===== config.mk =====
export PLATFORM = sky130hd
export DESIGN_NAME = mode_src_selector
export DESIGN_NICKNAME = d
export VERILOG_FILES = /design/src/rtl/msel_pkg.sv /design/src/rtl/msel_beam_fsm.sv /design/src/rtl/msel_bank_pick.sv /design/src/rtl/msel_code_fold.sv /design/src/rtl/mode_src_selector.sv
export SDC_FILE = /design/constraint.sdc
export NUM_CORES = 1
export LEC_CHECK = 0
export ABC_CLOCK_PERIOD_IN_PS = 800
export BUFFER_PORTS_ARGS = -buffer_cell sky130_fd_sc_hd__buf_4
export CORE_MARGIN = 5
export CORE_UTILIZATION = 35
export CTS_BUF_LIST = sky130_fd_sc_hd__clkbuf_16
export DETAILED_ROUTE_END_ITERATION = 12
export GPL_TIMING_DRIVEN = 0
export PLACE_DENSITY = 0.92
export SETUP_SLACK_MARGIN = 0.4
export SKIP_CTS_REPAIR_TIMING = 1
export SKIP_LAST_GASP = 1
export SLEW_MARGIN = 20
export SYNTH_ARGS = -nofsm -noshare
export SYNTH_HDL_FRONTEND = slang
export SYNTH_SLANG_ARGS = --single-unit

===== constraint.sdc =====
create_clock -name clk -period 0.8 [get_ports clk]
set_input_delay 0.04 -clock clk [delete_from_list [all_inputs] [get_ports clk]]
set_output_delay 0.04 -clock clk [all_outputs]
set_load 0.02 [all_outputs]

===== src/rtl/msel_pkg.sv =====
package msel_pkg;

    typedef enum logic {
        CLS_NO_BEAM = 1'b0,
        CLS_BEAM    = 1'b1
    } beam_state_e;

    typedef enum logic [1:0] {
        BANK_MANUAL = 2'd0,
        BANK_BEAM   = 2'd1,
        BANK_NOBEAM = 2'd2
    } bank_e;

    localparam logic [1:0] MORB_INTERNAL = 2'd2;

endpackage


===== src/rtl/msel_beam_fsm.sv =====
module msel_beam_fsm
    import msel_pkg::*;
#(
    parameter int MODE_W = 8,
    parameter int MASK_W = 32
) (
    input  logic              clk,
    input  logic              rst_n,
    input  logic              rx_ready,
    input  logic [MODE_W-1:0] mode_num,
    input  logic [MASK_W-1:0] beam_mask,
    output beam_state_e       state_q,
    output beam_state_e       state_d
);

    localparam int IDX_W = (MASK_W > 1) ? $clog2(MASK_W) : 1;
    localparam logic [MODE_W-1:0] MODE_LIMIT = MODE_W'(MASK_W);

    logic             in_range;
    logic [IDX_W-1:0] mask_idx;
    logic             qualifies;

    assign in_range  = (mode_num < MODE_LIMIT);
    assign mask_idx  = mode_num[IDX_W-1:0];
    assign qualifies = rx_ready && in_range && beam_mask[mask_idx];

    // state register
    always_ff @(posedge clk or negedge rst_n) begin
        if (!rst_n) begin
            state_q <= CLS_NO_BEAM;
        end else begin
            state_q <= state_d;
        end
    end

    // next-state: ENTER_BEAM / LEAVE_BEAM
    always_comb begin
        state_d = state_q;
        unique case (state_q)
            CLS_NO_BEAM: if (qualifies)  state_d = CLS_BEAM;
            CLS_BEAM:    if (!qualifies) state_d = CLS_NO_BEAM;
            default:     state_d = CLS_NO_BEAM;
        endcase
    end

endmodule


===== src/rtl/msel_bank_pick.sv =====
module msel_bank_pick
    import msel_pkg::*;
#(
    parameter int W = 1
) (
    input  logic         auto_en,
    input  logic         beam,
    input  logic [W-1:0] man_code,
    input  logic [W-1:0] beam_code,
    input  logic [W-1:0] nobeam_code,
    output logic [W-1:0] code
);

    bank_e bank;

    always_comb begin
        if (!auto_en) begin
            bank = BANK_MANUAL;
        end else if (beam) begin
            bank = BANK_BEAM;
        end else begin
            bank = BANK_NOBEAM;
        end
    end

    always_comb begin
        unique case (bank)
            BANK_MANUAL: code = man_code;
            BANK_BEAM:   code = beam_code;
            BANK_NOBEAM: code = nobeam_code;
            default:     code = man_code;
        endcase
    end

endmodule


===== src/rtl/msel_code_fold.sv =====
module msel_code_fold #(
    parameter int W        = 2,
    parameter int MAX_CODE = 2
) (
    input  logic [W-1:0] code_in,
    output logic [W-1:0] code_out
);

    localparam logic [W-1:0] CEIL = W'(MAX_CODE);

    always_comb begin
        if (code_in > CEIL) begin
            code_out = CEIL;
        end else begin
            code_out = code_in;
        end
    end

endmodule


===== src/rtl/mode_src_selector.sv =====
module mode_src_selector
    import msel_pkg::*;
#(
    parameter int MODE_W  = 8,
    parameter int MASK_W  = 32,
    parameter int NUM_BC  = 3,
    parameter int NUM_ORB = 2,
    parameter int MBC_W   = 2,
    parameter int MORB_W  = 2,
    localparam int WM_W   = NUM_BC + NUM_ORB + 2
) (
    input  logic               clk,
    input  logic               rst_n,
    input  logic               rx_ready,
    input  logic [MODE_W-1:0]  mode_num,
    input  logic [MASK_W-1:0]  beam_mask,
    input  logic [WM_W-1:0]    working_mode,
    input  logic [NUM_BC-1:0]  bc_man_sel,
    input  logic [NUM_BC-1:0]  bc_beam_sel,
    input  logic [NUM_BC-1:0]  bc_nobeam_sel,
    input  logic [MBC_W-1:0]   bcm_man_sel,
    input  logic [MBC_W-1:0]   bcm_beam_sel,
    input  logic [MBC_W-1:0]   bcm_nobeam_sel,
    input  logic [NUM_ORB-1:0] orb_man_sel,
    input  logic [NUM_ORB-1:0] orb_beam_sel,
    input  logic [NUM_ORB-1:0] orb_nobeam_sel,
    input  logic [MORB_W-1:0]  orbm_man_sel,
    input  logic [MORB_W-1:0]  orbm_beam_sel,
    input  logic [MORB_W-1:0]  orbm_nobeam_sel,
    output logic [NUM_BC-1:0]  bc_sel,
    output logic [MBC_W-1:0]   bcm_sel,
    output logic [NUM_ORB-1:0] orb_sel,
    output logic [MORB_W-1:0]  orbm_sel,
    output logic               beam_active
);

    // working-mode bit positions
    localparam int WM_BCM  = NUM_BC;
    localparam int WM_ORB0 = NUM_BC + 1;
    localparam int WM_ORBM = NUM_BC + NUM_ORB + 1;

    beam_state_e cls_q;
    beam_state_e cls_d;
    logic        beam_next;

    logic [NUM_BC-1:0]  bc_d;
    logic [MBC_W-1:0]   bcm_d;
    logic [NUM_ORB-1:0] orb_d;
    logic [MORB_W-1:0]  orbm_raw;
    logic [MORB_W-1:0]  orbm_d;

    msel_beam_fsm #(
        .MODE_W (MODE_W),
        .MASK_W (MASK_W)
    ) i_cls (
        .clk       (clk),
        .rst_n     (rst_n),
        .rx_ready  (rx_ready),
        .mode_num  (mode_num),
        .beam_mask (beam_mask),
        .state_q   (cls_q),
        .state_d   (cls_d)
    );

    assign beam_next = (cls_d == CLS_BEAM);

    for (genvar gi = 0; gi < NUM_BC; gi++) begin : g_bc
        msel_bank_pick #(.W(1)) i_pick (
            .auto_en     (working_mode[gi]),
            .beam        (beam_next),
            .man_code    (bc_man_sel[gi]),
            .beam_code   (bc_beam_sel[gi]),
            .nobeam_code (bc_nobeam_sel[gi]),
            .code        (bc_d[gi])
        );
    end

    msel_bank_pick #(.W(MBC_W)) i_pick_bcm (
        .auto_en     (working_mode[WM_BCM]),
        .beam        (beam_next),
        .man_code    (bcm_man_sel),
        .beam_code   (bcm_beam_sel),
        .nobeam_code (bcm_nobeam_sel),
        .code        (bcm_d)
    );

    for (genvar gj = 0; gj < NUM_ORB; gj++) begin : g_orb
        msel_bank_pick #(.W(1)) i_pick (
            .auto_en     (working_mode[WM_ORB0 + gj]),
            .beam        (beam_next),
            .man_code    (orb_man_sel[gj]),
            .beam_code   (orb_beam_sel[gj]),
            .nobeam_code (orb_nobeam_sel[gj]),
            .code        (orb_d[gj])
        );
    end

    msel_bank_pick #(.W(MORB_W)) i_pick_orbm (
        .auto_en     (working_mode[WM_ORBM]),
        .beam        (beam_next),
        .man_code    (orbm_man_sel),
        .beam_code   (orbm_beam_sel),
        .nobeam_code (orbm_nobeam_sel),
        .code        (orbm_raw)
    );

    msel_code_fold #(
        .W        (MORB_W),
        .MAX_CODE (int'(MORB_INTERNAL))
    ) i_fold_orbm (
        .code_in  (orbm_raw),
        .code_out (orbm_d)
    );

    // output register: same edge as the classifier state
    always_ff @(posedge clk or negedge rst_n) begin
        if (!rst_n) begin
            bc_sel   <= '0;
            bcm_sel  <= '0;
            orb_sel  <= '0;
            orbm_sel <= '0;
        end else begin
            bc_sel   <= bc_d;
            bcm_sel  <= bcm_d;
            orb_sel  <= orb_d;
            orbm_sel <= orbm_d;
        end
    end

    assign beam_active = (cls_q == CLS_BEAM);

endmodule


==> results of run 1 <==
cell families (layout without fill, tap and decap cells):
family	Yosys count	after routing	share of synthesized area [%]
and+or+nand+nor	31	31	18.70
DFF	10	10	30.17
buffers and inverters	4	101	5.580
muxes	24	24	29.56
AOI/OAI and AO/OA	19	19	15.99
per-layer routing:
metal,vias to the layer above,GRT usage [%],routed length (um)
met5,-,0,0
met4,0,5.178,46
met3,4,3.070,151
met2,42,39.87,2278
met1,517,17.25,1130
li1,522,-,-
worst min path at each step:
stage / to / slack (ps)
CTS: bc_sel[0]$_DFF_PN0_ / -370
detailed placement: bc_sel[0]$_DFF_PN0_ / -130
finish: orb_sel[1]$_DFF_PN0_ / -10
global placement: bc_sel[0]$_DFF_PN0_ / -130
floorplan: bc_sel[0]$_DFF_PN0_ / -260
global route: bc_sel[2]$_DFF_PN0_ / -9
cell type report:
type / count / area (um2) / share of cell area [%]
Clock buffer: 3 / 75.07 / 4.317
Timing Repair Buffer: 94 / 767.0 / 44.10
Multi-Input combinational cell: 74 / 556.8 / 32.01
Inverter: 1 / 3.754 / 0.2158
Sequential cell: 10 / 250.2 / 14.39
Tap cell: 28 / 35.03 / 2.014
Buffer: 3 / 51.30 / 2.950
power breakdown:
part	switching, uW	internal (uW)
clock	207	646
combinational	301	485
sequential	19.5	548
total	528	1680
stage by stage:
| step | utilization, % | cells | hold WS, ps |
|---|---|---|---|
| floorplan | - | 88 | -255.6 |
| global placement | 67.84 | 201 | -129.3 |
| detailed placement | 67.84 | 201 | -126.4 |
| CTS | 71.20 | 204 | -370.3 |
| global route | 77.87 | 213 | -8.721 |
| finish | 77.87 | 213 | -12.90 |
placed cells by master, fill, tap and decap left out, drive strengths merged:
cell type / n
a211oi: 1
a21oi: 12
a22oi: 4
a41oi: 1
and2: 1
and4: 1
buf: 95
clkbuf: 4
dfrtp: 10
dlygate4sd3: 1
inv: 1
mux2: 1
mux2i: 23
nand2: 8
nand2b: 2
nand3: 6
nor2: 9
nor2b: 2
nor4b: 1
o221ai: 1
or4b: 1
sequential cells by signal, indices dropped and copies added (netlist names):
register and flops:
orbm_sel 2, i_cls.state_q 1, bcm_sel 2, bc_sel 3
orb_sel 2
==> summary.txt, run 1 <==
Synth
  • Synthesized instance count: 88
  • Synth top cells by count: mux2i_1 (23), a21oi_1 (11), dfrtp_1 (10), nor2_1 (9), nand2_1 (8)
  • Synth top area cells: dfrtp_1 (30%), mux2i_1 (28%), a21oi_1 (6.6%)
  • Yosys top cell by area: dfrtp_1
  • Warnings, synthesis: 0
  • Syn Nets: 165
  • Synth Flop Type: dfrtp_1
  • Syn_area_per_cell: 9.427 um2
  • Seq cells post-synth: 10
  • Mapped cell area: 829.5 um2
  • Post-synth top area share: 30.17%
  • Post-synth ARST share: 100.0%
  • Post-synth EDFFs: 0
  • Most common cell in the synthesized netlist: mux2i_1
  • Synth cell types: 21
  • Seq/Total Area, Yosys: 30.17%

Clock tree
  • Htree depth: 1
  • CTS tree: done
  • CTS Buf Count: 3
  • Clk slew on worst S/H paths: 40 ps
  • Clock sink count: 10
  • Root Driver: clkbuf_16
  • Max Buffers Root-to-Sink: 2

Setup path
  • Crit path kind: input port to flop
  • Buf/Inv on CP: 4
  • Critical path depth: 10
  • CP Cell Sequence: buf_12, buf_12, mux2i_1, a22oi_1, nand3_1, a41oi_2, buf_6, buf_4, o221ai_4, a21oi_2
  • Crit path launch: mode_num[1]
  • CP endpoint: orbm_sel[0]$_DFF_PN0_
  • Critical Path AT: 1590 ps
  • CP Launch Type: input port
  • CP Data Required Time: 960 ps
  • Slowest-stage cell, CP: a41oi_2
  • Crit end category: flop
  • Crit Path Max Fanout: 8
  • Max stage delay on crit path: 310 ps
  • Worst path top cell family by delay: compound AO/OA/AOI/OAI gates
  • CP most frequent cell: buf_12

Placement
  • Setup WS pre-CTS: -755.4 ps
  • Placed Area: 1515 um2
  • Port bufs: 85
  • Detail Placement HPWL: 2806 um
  • Placer Congestion: 0.7060

Die
  • Core area: 2233 um2
  • Die area: 3444 um2
  • Die width: 58.69 um
  • Initial Util: 37.14%
  • Cell Rows: 17
  • Io pins: 87
  • Die H: 58.69 um

Route
  • Number of vias per cell: 5.094
  • DRC: 0
  • DRT iter0 DRCs: 22
  • Antenna viol nets, final: 0
  • DRT Wirelength: 3607 um
  • Drt pass-1 iters: 5
  • Vias: 1085
  • WL/cell: 16.93 um

STA
  • WHS: -12.90 ps
  • Final worst slack: -626.9 ps
  • Final Hold Fails: 5
  • Final period utilization: 178.4%
  • Setup TNS Final: -5825 ps
  • Worst Tran Pin Value: 535.6 ps
  • RSZ-0062 raised after global routing: yes
  • Tmin final: 1427 ps
  • Final setup fails: 10
  • Fmax: 700.8 MHz
  • Relative slew slack: 63.79%
  • Pins Over Slew Limit: 0

Layout
  • Antenna cell count: 0
  • Fraction of layout cells with a size suffix above 1: 57.84%
  • Fillers: 158
  • Post-route cell area: 1739 um2
  • Area Growth Syn to Fin: 109.7%
  • Post-layout net count: 264

Run status
  • Failing checks: hold timing, setup timing
  • Outcome: finished with violations

GRT
  • Largest net degree at the start of global routing: 11
  • Vias in the first global route: 1110
  • First-pass GRT wire length: 4899 um
  • Total congestion overflow: 0
  • GRT Total Usage: 18.57%
  • Initial antenna violation count: 0

Hold path
  • Worst Hold Class: input port to flop
  • Min-delay src: working_mode[5]
  • Worst Hold Path Cells: 2

Power and ir drop
  • Power per cell area: 1268 nW/um2
  • Max VDD drop: 1.060 mV
  • Final Power: 2206 uW
  • Lkg Pwr: 0.0008624 uW

Run
  • Max-cap violations: 0
(Power assumes the default switching activity.)
==> inputs of run 2 (changes only) <==
--- a/config.mk
+++ b/config.mk
@@ -13,6 +13,7 @@
 export DETAILED_ROUTE_END_ITERATION = 12
 export GPL_TIMING_DRIVEN = 0
 export PLACE_DENSITY = 0.92
+export RECOVER_POWER = 100
 export SETUP_SLACK_MARGIN = 0.4
 export SKIP_CTS_REPAIR_TIMING = 1
 export SKIP_LAST_GASP = 1
==> run 2 against run 1 <==
  * The flow still finishes with violations (hold timing, setup timing)
  * Via count is 0.28% higher
  * Sequential cell count stayed put
  * Final cell count stayed put
  * Worst hold slack worse by 2.1 ps
  * Clock power hardly changed
  * Critical path type unchanged
  * Largest cell class unchanged
  * Largest power group unchanged
==> summary.txt, run 2 (synthesis results as in run 1) <==
GRT
  • GRT Total Usage: 18.57%
  • Initial antenna violation count: 0
  • Vias in the first global route: 1110
  • First-pass GRT wire length: 4899 um
  • Largest net degree at the start of global routing: 11
  • Total congestion overflow: 0

Route
  • DRT iter0 DRCs: 22
  • DRC: 0
  • Number of vias per cell: 5.108
  • WL/cell: 16.92 um
  • Top sig layer: met4
  • Met1 wire length: 1132 um
  • DRT Wirelength: 3603 um
  • Antenna viol nets, final: 0
  • Routed wl met2: 2272 um
  • Drt pass-1 iters: 4
  • Met3 wire length: 153 um
  • Vias: 1088

Clock tree
  • CTS tree: done
  • Htree depth: 1
  • Root Driver: clkbuf_16
  • Clk slew on worst S/H paths: 40 ps
  • Max Buffers Root-to-Sink: 2
  • CTS Buf Count: 3
  • Clock sink count: 10

Setup path
  • Crit path kind: input port to flop
  • Slowest-stage cell, CP: a41oi_2
  • CP most frequent cell: buf_12
  • Crit Path Max Fanout: 8
  • CP Cell Sequence: buf_12, buf_12, mux2i_1, a22oi_1, nand3_1, a41oi_2, buf_6, buf_4, o221ai_4, a21oi_2
  • CP Launch Type: input port
  • Crit path launch: mode_num[1]
  • CP endpoint: orbm_sel[0]$_DFF_PN0_
  • Max stage delay on crit path: 310 ps
  • CP Data Required Time: 960 ps
  • Critical Path AT: 1590 ps
  • Crit end category: flop

Layout
  • Fraction of layout cells with a size suffix above 1: 57.84%
  • Fillers: 165
  • Max reg flops: 3
  • Most common cell after layout, fill and taps aside: buf_4
  • Antenna cell count: 0
  • Highest-count cells in the layout ignoring fill and taps: buf_4 (84), mux2i_1 (22), a21oi_1 (11)
  • Post-layout net count: 264
  • Largest reg by FF count: bc_sel
  • Area Growth Syn to Fin: 107.5%
  • Fin cells: 213

Placement
  • Setup WS pre-CTS: -755.4 ps
  • Dpl cells: 201
  • Port bufs: 85
  • Detail Placement HPWL: 2806 um
  • Placer Congestion: 0.7060

STA
  • Final Hold Fails: 5
  • Pins Over Slew Limit: 0
  • Setup TNS Final: -5854 ps
  • Tmin final: 1430 ps
  • WHS: -15.00 ps
  • Final period utilization: 178.8%
  • RSZ-0062 raised after global routing: yes
  • Worst Tran Pin Value: 535.6 ps
  • Final worst slack: -630.2 ps
  • Final setup fails: 10
  • Relative slew slack: 63.79%
  • Fmax: 699.2 MHz

Power and ir drop
  • Power per cell area: 1273 nW/um2
  • Lkg Pwr: 0.0008566 uW
  • Max VDD drop: 1.059 mV

Die
  • Core area: 2233 um2
  • Die area: 3444 um2
  • Cell Rows: 17
  • Io pins: 87
  • Die width: 58.69 um
  • Die H: 58.69 um
  • Initial Util: 37.14%

Run status
  • Outcome: finished with violations
  • Failing checks: hold timing, setup timing

Run
  • Max-cap violations: 0

Hold path
  • Worst Hold Class: input port to flop
==> run 2: where the power goes <==
part           leakage, uW  switching (uW)  internal (uW)  total [uW]
Clock            0.0000370             207            646         852
Sequential        0.000118            16.4            547         564
Combinational     0.000702             301            474         775
Total             0.000857             524           1670        2190
==> run 2: critical path: cells and delay by family <==
kind                   cells  cell delay, ps
buffers and inverters      4             550
AO/OA/AOI/OAI              4             710
AND/OR/NAND/NOR            1             160
multiplexers               1             110
==> run 2: routing by layer <==
| metal | global-route usage (%) | vias up |
|---|---|---|
| li1 | - | 524 |
| met1 | 17.25 | 516 |
| met2 | 39.87 | 44 |
| met3 | 3.070 | 4 |
| met4 | 5.178 | 0 |
| met5 | 0 | - |
==> run 2: worst min-delay path by stage <==
stage                                from  cells past startpoint  slack (ps)                    to
final                     working_mode[5]                      2         -10  orb_sel[1]$_DFF_PN0_
after global routing      working_mode[2]                      2          -9   bc_sel[2]$_DFF_PN0_
after CTS                           rst_n                      1        -370   bc_sel[0]$_DFF_PN0_
after detailed placement            rst_n                      1        -130   bc_sel[0]$_DFF_PN0_
after global placement              rst_n                      1        -130   bc_sel[0]$_DFF_PN0_
after floorplan                     rst_n                      0        -260   bc_sel[0]$_DFF_PN0_
==> run 2: layout make-up <==
cell class | count | area [um2] | share of cell area, %
Tap cell | 28 | 35.03 | 2.035
Inverter | 1 | 3.754 | 0.2180
Clock buffer | 3 | 75.07 | 4.360
Sequential cell | 10 | 250.2 | 14.53
Buffer | 3 | 51.30 | 2.980
Multi-Input combinational cell | 74 | 556.8 | 32.34
Timing Repair Buffer | 94 | 749.5 | 43.53
==> run 2: metrics by stage <==
step | total power (uW) | hold slack [ps] | area, um2 | utilization [%]
after global routing | 2281 | -8.721 | 1722 | 77.09
after global placement | 1228 | -129.3 | 1515 | 67.84
after floorplan | 843.1 | -255.6 | 842.1 | -
final | 2191 | -15.00 | 1722 | 77.09
after detailed placement | 1256 | -126.4 | 1515 | 67.84
after CTS | 2120 | -370.3 | 1590 | 71.20
==> inputs of run 3 (changes only) <==
--- a/config.mk
+++ b/config.mk
@@ -14,7 +14,6 @@
 export GPL_TIMING_DRIVEN = 0
 export PLACE_DENSITY = 0.92
 export RECOVER_POWER = 100
-export SETUP_SLACK_MARGIN = 0.4
 export SKIP_CTS_REPAIR_TIMING = 1
 export SKIP_LAST_GASP = 1
 export SLEW_MARGIN = 20
==> constraint.sdc (replaced) <==
create_clock -name clk -period 0.8 [get_ports clk]
set_input_delay 0.08 -clock clk [delete_from_list [all_inputs] [get_ports clk]]
set_output_delay 0.08 -clock clk [all_outputs]
set_load 0.02 [all_outputs]
==> run 3 against run 2 <==
  * The flow finishes with violations (setup timing)
  * Global-route usage did not move
  * Via count fell by 0.18%
  * Die area did not move
  * Core utilization rose by 0.67 points
  * Combinational power rose by 1%
  * Count of clock-buffer cells in the layout did not move
  * Power rose by 0.61%
==> summary.txt, run 3 (synthesis results as in run 1) <==
Run status
  • Outcome: finished with violations
  • Failing checks: setup timing

Layout
  • Largest reg by FF count: bc_sel
  • Max reg flops: 3
  • Post-layout net count: 264
  • Fraction of layout cells with a size suffix above 1: 57.84%
  • Fillers: 159
  • Highest-count cells in the layout ignoring fill and taps: buf_4 (80), mux2i_1 (22), buf_6 (12)
  • Utilization after layout: 77.76%
  • Area Growth Syn to Fin: 109.4%
  • Most common cell after layout, fill and taps aside: buf_4
  • Register area: 250.2 um2
  • Antenna cell count: 0
  • Multi-input gate area: 556.8 um2

Placement
  • Placer Congestion: 0.7060
  • Setup WS pre-CTS: -795.4 ps
  • Detail Placement HPWL: 2806 um
  • Port bufs: 85

Die
  • Io pins: 87
  • Cell Rows: 17
  • Die width: 58.69 um
  • Die H: 58.69 um
  • Initial Util: 37.14%
  • Core area: 2233 um2
  • Die area: 3444 um2

Route
  • Drt pass-1 iters: 5
  • DRC: 0
  • Number of vias per cell: 5.099
  • DRT iter0 DRCs: 22
  • WL/cell: 16.93 um
  • DRT Wirelength: 3606 um
  • Antenna viol nets, final: 0
  • Vias: 1086

Clock tree
  • Clk slew on worst S/H paths: 40 ps
  • Htree depth: 1
  • Clock sink count: 10
  • CTS Buf Count: 3
  • Max Buffers Root-to-Sink: 2
  • CTS tree: done
  • Root Driver: clkbuf_16

Setup path
  • Critical Path AT: 1630 ps
  • CP Data Required Time: 960 ps
  • CP Launch Type: input port
  • Crit Path Max Fanout: 8
  • Crit end category: flop
  • Crit path kind: input port to flop

Hold path
  • Worst Hold Class: input port to flop

GRT
  • Total congestion overflow: 0
  • Vias in the first global route: 1110
  • First-pass GRT wire length: 4899 um
  • Initial antenna violation count: 0
  • Largest net degree at the start of global routing: 11
  • GRT Total Usage: 18.57%

STA
  • Relative slew slack: 63.79%
  • Final period utilization: 183.4%
  • Final setup fails: 20
  • Fmax: 681.7 MHz
  • Final worst slack: -666.9 ps
  • Worst Tran Pin Value: 535.6 ps
  • Final Hold Fails: 0
  • Pins Over Slew Limit: 0
  • Tmin final: 1467 ps
  • RSZ-0062 raised after global routing: yes

Power and ir drop
  • Max VDD drop: 1.060 mV
  • Lkg Pwr: 0.0008617 uW
  • Power per cell area: 1269 nW/um2

Run
  • Max-cap violations: 0
[run 3: changes by cell type in the layout (fill, tap and decap cells not counted)]
cell and change:
buf_4 -4, buf_6 +4
[run 3: layer usage]
layer / GRT usage, % / vias up / share of wire (%)
met4: 5.178 / 0 / 1.3
met3: 3.070 / 4 / 4.2
met2: 39.87 / 42 / 63
met5: 0 / - / 0
met1: 17.25 / 517 / 31
li1: - / 523 / -
[run 3: power by group]
part           total (uW)  switching [uW]  internal [uW]
Clock                 852             207            646
Sequential            567            19.5            548
Combinational         785             301            484
[run 3: cell type report]
cell class	instances	area share, %
Sequential cell	10	14.41
Buffer	3	2.954
Inverter	1	0.2161
Timing Repair Buffer	94	44.02
Tap cell	28	2.017
Clock buffer	3	4.323
Multi-Input combinational cell	74	32.06
[run 3: worst max-delay path: stages]
cell      delay, ps
buf_12          120
buf_12          130
mux2i_1         110
a22oi_1         180
nand3_1         160
a41oi_2         310
buf_6           180
buf_4           120
o221ai_4        100
a21oi_2         120
[run 3: stage by stage]
stage                     total power, uW  setup TNS [ps]  instances  hold slack [ps]  area, um2
final                                2204           -6343        213            27.10       1737
after CTS                            2120           -5382        204           -330.3       1590
after floorplan                     843.1           -5627         88           -215.6      842.1
after detailed placement             1256           -7298        201           -86.41       1515
after global placement               1228           -6931        201           -89.25       1515
after global routing                 2294           -7323        213            31.28       1737
[run 3: path summary, 6_finish.rpt]
kind                                 start                     to  cells after the start
max in group asynchronous            rst_n  orbm_sel[0]$_DFF_PN0_                      2
min in group asynchronous            rst_n    bc_sel[0]$_DFF_PN0_                      2
max                            mode_num[1]  orbm_sel[0]$_DFF_PN0_                     10
min                        working_mode[5]   orb_sel[1]$_DFF_PN0_                      2
